[src/rtl/fcd_pkg.sv]
package fcd_pkg;
  localparam int REG_W = 32;
  typedef logic [REG_W-1:0] fcd_word_t;

  function automatic int acc_width(input int w, input int f);
    return ((w > f) ? w : f) + 2;
  endfunction
endpackage

[src/rtl/fcd_trig.sv]
module fcd_trig (
  input  logic clk_i,
  input  logic rst_ni,
  input  logic gate_i,
  input  logic trig_i,
  input  logic bound_i,
  output logic busy_o,
  output logic commit_o
);
  logic busy_q, busy_d;

  assign commit_o = busy_q & bound_i & gate_i;

  always_comb begin
    busy_d = busy_q;
    if (!gate_i)       busy_d = 1'b0;
    else if (commit_o) busy_d = 1'b0;
    else if (trig_i)   busy_d = 1'b1;
  end

  always_ff @(posedge clk_i or negedge rst_ni)
    if (!rst_ni) busy_q <= 1'b0;
    else         busy_q <= busy_d;

  assign busy_o = busy_q;
endmodule

[src/rtl/fcd_stage.sv]
module fcd_stage #(
  parameter int W = 4,
  parameter int F = 2
) (
  input  logic         clk_i,
  input  logic         rst_ni,
  input  logic         gate_i,
  input  logic         adv_i,
  input  logic [W-1:0] staged_i,
  input  logic         trig_i,
  output logic         pulse_o,
  output logic         busy_o
);
  localparam int ACC_W = fcd_pkg::acc_width(W, F);
  localparam logic [ACC_W-1:0] STEP = ACC_W'(1) << F;

  logic [W-1:0]     act_q;
  logic [ACC_W-1:0] acc_q, sum, sdiv;
  logic             commit;

  assign sdiv    = ACC_W'(act_q) + STEP;
  assign sum     = acc_q + STEP;
  assign pulse_o = gate_i & adv_i & (sum >= sdiv);

  fcd_trig u_trig (
    .clk_i   (clk_i),
    .rst_ni  (rst_ni),
    .gate_i  (gate_i),
    .trig_i  (trig_i),
    .bound_i (pulse_o),
    .busy_o  (busy_o),
    .commit_o(commit)
  );

  always_ff @(posedge clk_i or negedge rst_ni)
    if (!rst_ni) begin
      acc_q <= '0;
      act_q <= '0;
    end else begin
      if (gate_i && adv_i) acc_q <= pulse_o ? (sum - sdiv) : sum;
      if (commit) act_q <= staged_i;
    end
endmodule

[src/rtl/frac_clk_div.sv]
module frac_clk_div #(
  parameter int DIV_W        = 8,
  parameter int FRAC_W       = 4,
  parameter int DIV_SHIFT    = 0,
  parameter int PRE_W        = 4,
  parameter int PRE_FRAC_W   = 0,
  parameter int PRE_SHIFT    = 16,
  parameter int TRIG_BIT     = 31,
  parameter int PRE_TRIG_BIT = 30
) (
  input  logic        clk_i,
  input  logic        rst_ni,
  input  logic        gate_en_i,
  input  logic        reg_we_i,
  input  logic [31:0] reg_wdata_i,
  output logic [31:0] reg_rdata_o,
  output logic        pre_en_o,
  output logic        clk_en_o
);
  import fcd_pkg::*;

  localparam fcd_word_t TRIG_MASK = (fcd_word_t'(1) << TRIG_BIT) |
                                    ((PRE_W > 0) ? (fcd_word_t'(1) << PRE_TRIG_BIT) : '0);

  fcd_word_t cfg_q;
  logic      main_busy, pre_busy, pre_pulse;

  always_ff @(posedge clk_i or negedge rst_ni)
    if (!rst_ni)       cfg_q <= '0;
    else if (reg_we_i) cfg_q <= reg_wdata_i & ~TRIG_MASK;

  generate
    if (PRE_W > 0) begin : g_pre
      fcd_stage #(.W(PRE_W), .F(PRE_FRAC_W)) u_pre (
        .clk_i   (clk_i),
        .rst_ni  (rst_ni),
        .gate_i  (gate_en_i),
        .adv_i   (1'b1),
        .staged_i(cfg_q[PRE_SHIFT +: PRE_W]),
        .trig_i  (reg_we_i & reg_wdata_i[PRE_TRIG_BIT]),
        .pulse_o (pre_pulse),
        .busy_o  (pre_busy)
      );
    end else begin : g_nopre
      assign pre_pulse = gate_en_i;
      assign pre_busy  = 1'b0;
    end
  endgenerate

  fcd_stage #(.W(DIV_W), .F(FRAC_W)) u_main (
    .clk_i   (clk_i),
    .rst_ni  (rst_ni),
    .gate_i  (gate_en_i),
    .adv_i   (pre_pulse),
    .staged_i(cfg_q[DIV_SHIFT +: DIV_W]),
    .trig_i  (reg_we_i & reg_wdata_i[TRIG_BIT]),
    .pulse_o (clk_en_o),
    .busy_o  (main_busy)
  );

  always_comb begin
    reg_rdata_o = cfg_q;
    reg_rdata_o[TRIG_BIT] = main_busy;
    if (PRE_W > 0) reg_rdata_o[PRE_TRIG_BIT] = pre_busy;
  end

  assign pre_en_o = pre_pulse;
endmodule

[config.mk]
export PLATFORM = sky130hd
export DESIGN_NAME = frac_clk_div
export DESIGN_NICKNAME = d
export VERILOG_FILES = /design/src/rtl/fcd_pkg.sv /design/src/rtl/fcd_trig.sv /design/src/rtl/fcd_stage.sv /design/src/rtl/frac_clk_div.sv
export SDC_FILE = /design/constraint.sdc
export NUM_CORES = 1
export LEC_CHECK = 0
export BUFFER_PORTS_ARGS = -buffer_cell sky130_fd_sc_hd__buf_2
export CAP_MARGIN = 20
export CORE_MARGIN = 2
export CORE_UTILIZATION = 45
export CTS_BUF_LIST = sky130_fd_sc_hd__clkbuf_2 sky130_fd_sc_hd__clkbuf_4 sky130_fd_sc_hd__clkbuf_8
export CTS_CLUSTER_DIAMETER = 150
export DETAILED_ROUTE_END_ITERATION = 7
export GPL_TIMING_DRIVEN = 0
export MAX_ROUTING_LAYER = met4
export PLACE_DENSITY_LB_ADDON = 0.05
export SETUP_SLACK_MARGIN = 0.15
export SLEW_MARGIN = 20
export SYNTH_ARGS = -nofsm -noshare
export SYNTH_HDL_FRONTEND = slang
export SYNTH_SLANG_ARGS = --single-unit
[constraint.sdc]
create_clock -name clk_i -period 3.9 [get_ports clk_i]
set_input_delay 0.39 -clock clk_i [delete_from_list [all_inputs] [get_ports clk_i]]
set_output_delay 0.39 -clock clk_i [all_outputs]
set_load 0.02 [all_outputs]
# == Yosys cells after proc, flatten, opt, wreduce, memory -nomap -nowiden ==
# Index checks and enable logic that the tools add are counted.
# totals
inputBits,36
output_inout_bits,34
register_bits,60
wordCells,35
# classes
order_cmp,2
reduce_logical,1
muxes,8
n_addsub,6
n_eq_ne,2
bitwise,9
# op_table
cell,n
"10-bit by 5-bit adder with 10-bit output, second input constant",1
10-bit >= comparator,1
10-bit 2-to-1 mux,1
10-bit subtractor,1
"8-bit by 5-bit adder with 9-bit output, second input constant",1
1-bit bitwise AND,9
"6-bit by 1-bit adder with 6-bit output, second input constant",1
6-bit >= comparator,1
1-bit 2-to-1 mux,6
6-bit 2-to-1 mux,1
"3-bit by 1-bit != test with 1-bit output, second input constant",2
6-bit subtractor,1
"4-bit by 1-bit adder with 5-bit output, second input constant",1
1-bit logical AND,1

# == Depth between registers and ports, before layout ==
# depth
depth_word,9
ltp_mapped,12
ltp_nobuf,12

# == Hierarchy ==
# A second synthesis with hierarchy kept.
# hier_totals
cells_unflattened,310
area_unflattened_um2,3590.9
# by_module_without_submodules
module,seq_area_each_um2,n_inst,cells_per_inst,area_per_inst_um2
fcd_stage (u_main),450.4,1,143,1341.3
frac_clk_div,750.7,1,69,1290.0
fcd_stage (g_pre.u_pre),250.2,1,88,832.0
fcd_trig,25.0,2,5,63.8

# == Least setup slack after synthesis ==
# OpenSTA, ideal clock, no wires.
# synth_timing
path_type,register -> register
startpoint,register g_pre.u_pre.acc_q[0]
endpoint,register g_pre.u_pre.act_q[0]
n_path_buf,0
period_less_slack_ps,2688
arrival_time_ps,2564
setup_slack_ps,1212
path_stages_with_launch,12
required_ps,3775
setup_ps,125
path_cell_list,dfrtp_1 ha_1 xor2_1 ha_1 nand2b_1 a21oi_1 a41o_1 a211o_2 nand2_1 inv_1 nand2_1 mux2_2
# synth_between
elab_chain_len,5
# synth_lines
element,line,source
from (decl),fcd_stage.sv:18,"logic [ACC_W-1:0] acc_q, sum, sdiv;"
from (signal assigned),fcd_stage.sv:40,if (gate_i && adv_i) acc_q <= pulse_o ? (sum - sdiv) : sum;
6-bit by 1-bit adder with 6-bit output,fcd_stage.sv:22,assign sum = acc_q + STEP;
6-bit >= comparator,fcd_stage.sv:23,assign pulse_o = gate_i & adv_i & (sum >= sdiv);
1-bit bitwise AND,fcd_stage.sv:23,
named net pre_en_o,frac_clk_div.sv:17,"output logic pre_en_o,"
1-bit bitwise AND (2 in a row),fcd_trig.sv:12,assign commit_o = busy_q & bound_i & gate_i;
to (signal assigned),fcd_stage.sv:41,if (commit) act_q <= staged_i;
to (decl),fcd_stage.sv:17,logic [W-1:0] act_q;
# The timed path passes the listed nets, and every way through them passes these cells.
# A chain may end at the register's enable or synchronous reset.

# == Final worst setup path ==
# layout_timing
startpoint,register g_pre.u_pre.acc_q[0]
endpoint,output clk_en_o
# layout_between
elab_chain_len,5
# layout_lines
element,line,source
6-bit by 1-bit adder with 6-bit output,fcd_stage.sv:22,
6-bit >= comparator,fcd_stage.sv:23,
1-bit bitwise AND (3 in a row),fcd_stage.sv:23,
to (decl),frac_clk_div.sv:18,output logic clk_en_o
# Every way passes these cells.

==> reports/metrics.cfg <==
[outcome]
status=complete, no violations

[finish]
nFillCells=646
final_nets=425
syn_to_final_growth_pct=21.47
seqCellArea_sq_um=1501
multi_input_area_sq_um=1679
drive_above_1_share=0.3850
diodes=0
finalInstanceArea_sq_um=4000
finalNonFillerCells=473

[global_route]
grt_use_total=0.1800
grt_overflow=0
grt_start_max_net_pins=41
grt_pass1_vias=2264
grt_pass1_wl_mm=10.72
grt_antenna_before_repair=0

[setup_path]
path_class=flip-flop to output pin
critPathCaptureType=output pin
crit_fanout=9
path_buf_inv=3
critPathMaxStageDelay_ns=0.45
path_cells=ha_1 > inv_1 > fa_1 > nand2b_1 > a21oi_1 > a41o_1 > a211o_2 > nand3_4 > inv_6 > buf_2
reg2reg_depth=11
regToRegEndpoint=g_pre.u_pre.act_q[0]
r2r_slack_ns=1.05
crit_slowest_cell=fa_1
arrival_ns=2.77
worst_path_dominant_cell_family=adder cells
start_kind=flip-flop
reg2reg_from=g_pre.u_pre.acc_q[0]
required_ns=3.51

[synthesis]
yosysMostFrequentCell=dfrtp_1
synth_flop_cell=dfrtp_1
avgSynthCellArea_sq_um=11.43
async_reset_ff_frac=1.000
syn_inst=288
synth_common_cells=60 x dfrtp_1, 35 x mux2_2, 19 x nand2_1, 18 x ha_1
yosys-top-cells-area=dfrtp_1 46%, mux2_2 12%, ha_1 6.8%
synth_top_area_frac=0.4559
synth-warning-count=0
yosysUniqueCellTypes=48
netlist_area_sq_um=3293
syn-num-nets=344
synth-edff-count=0
post-synth-top-area-cell=dfrtp_1
postSynthRegisterBits=60
ys_seq_area_frac=0.4559

[sta]
worst_pin_slew_ns=0.5347
finalCritPeriodShare=0.8113
final-setup-viol-count=0
fin_ws_ns=0.7360
hold_viol=0
relSlewSlack=0.6435
period_needed_ns=3.164
fin_setup_tns_ns=0
fmaxAchievable_mhz=316.1
fin_skew_ns=0.008011
drv_slew=0
rsz0062_at_grt=false

[min_path]
min_from=reg_wdata_i[22]
min_path_type=input pin to flip-flop
min_to=cfg_q[22]
worstHoldPathCells=2

[clock_network]
cts.sinks=60
cts_buffers=9
clock-root-buffer=clkbuf_8
clk_latency_ns=0.33
clock_path_buffers=2
cts_tree=yes
htreeDepth=3
path_clk_slew_ns=0.08

[placed_design]
port_buffers=68
place_ws_ns=1.060
gp_congestion=0.8010
placedCellCount=456
placed_area_sq_um=3780
hpwl_mm=4.798

[floorplan]
initial_core_util=0.4589
die_area_sq_um=8018
core_sq_um=7176
fp.dieW_um=89.55
ios=70
fp-row-count=31
die_h_um=89.55

[drt]
vias_per_cell=4.896
vias=2316
drc=0
drt_wl_total_mm=6.326
postRouteAntennaNets=0
drt_iter0_markers=58
dr.pass1.iters=4
wire_per_inst_um=13.37

[pwr]
p_per_area_nw_per_um2=970.5
ir_worst_vdd_v=0.0003329
p_leak_nw=1.921
total_power_mw=3.882

[run]
cap_violations=0

state kept, by name (all words and copies together), names as in the netlist:
register,cells
u_main.act_q,8
g_pre.u_pre.act_q,4
u_main.acc_q,10
cfg_q,30
g_pre.u_pre.u_trig.busy_o,1
g_pre.u_pre.acc_q,6
u_main.u_trig.busy_o,1
power breakdown:
group | leakage [nW] | switching [mW] | internal [mW]
Combinational | 1.10 | 1.24 | 1.08
Sequential | 0.715 | 0.166 | 0.813
Clock | 0.103 | 0.267 | 0.318
cells by family after synthesis:
logic type	Yosys count	synth area share
flops	60	0.4559
buf+inv	25	0.03419
compound gates	47	0.08701
fa+ha+maj	20	0.08055
mux	48	0.1714
xor+xnor	21	0.05813
simple gates	67	0.1128
cell usage in the layout, fill, tap and decap left out, types with 2 or more instances in the layout:
cell type   n
inv_6       2
o21ai_0    12
nor3_1      3
a31o_2      2
nand2b_1    4
a21o_1      3
inv_1      15
buf_1       3
nor2_1     16
nand4_1     2
buf_4       4
buf_2      69
nor3b_1     2
mux2_2     35
mux2i_1     5
nand2_1    19
fa_1        2
xnor2_1    11
clkbuf_8   10
xor2_1      9
a31oi_1     4
nor2b_1     2
mux2_4      8
nand3_2     2
dfrtp_1    60
clkinv_4    3
ha_1       18
nand3_1     8
a21oi_1    16
repair_timing:
| action | 4_1_cts | 5_1_grt |
|---|---|---|
| gates resized for setup | 0 | 0 |
| buffers inserted | 0 | 0 |
| endpoints found under the hold margin | 20 | 0 |
| hold buffers | 1 | 0 |
per-stage QoR:
stage | hold WS (ns) | utilization
after floorplan | 0.09441 | -
after global placement | 0.4631 | 0.5236
after detailed placement | 0.3021 | 0.5268
after CTS | 0.2572 | 0.5575
after global routing | 0.2614 | 0.5575
final | 0.2787 | 0.5575
worst max path at each step:
stage	startpoint	end	slack, ns	cells after the start
global placement	g_pre.u_pre.acc_q[0]	g_pre.u_pre.act_q[0]	1.06	11
CTS	g_pre.u_pre.acc_q[0]	clk_en_o	0.71	10
global route	u_main.acc_q[4]	clk_en_o	0.44	10
detailed placement	g_pre.u_pre.acc_q[0]	g_pre.u_pre.act_q[1]	1.06	11
finish	g_pre.u_pre.acc_q[0]	clk_en_o	0.74	10
floorplan	g_pre.u_pre.acc_q[0]	g_pre.u_pre.act_q[0]	1.21	11
per-layer routing:
metal,GRT usage,share of wire,vias to the layer above
met5,-,0,-
met4,0.06377,0.014,0
met3,0.04617,0.042,9
met2,0.2447,0.44,56
met1,0.2585,0.51,1068
li1,-,-,1183
cell type report:
type,count,area share
Clock inverter,6,0.01814
Buffer,9,0.01189
Inverter,16,0.01627
Multi-Input combinational cell,203,0.4198
Sequential cell,60,0.3754
Tap cell,99,0.03097
Timing Repair Buffer,70,0.09321
Clock buffer,10,0.03441
Note: power is estimated with default switching activity, not from simulation.
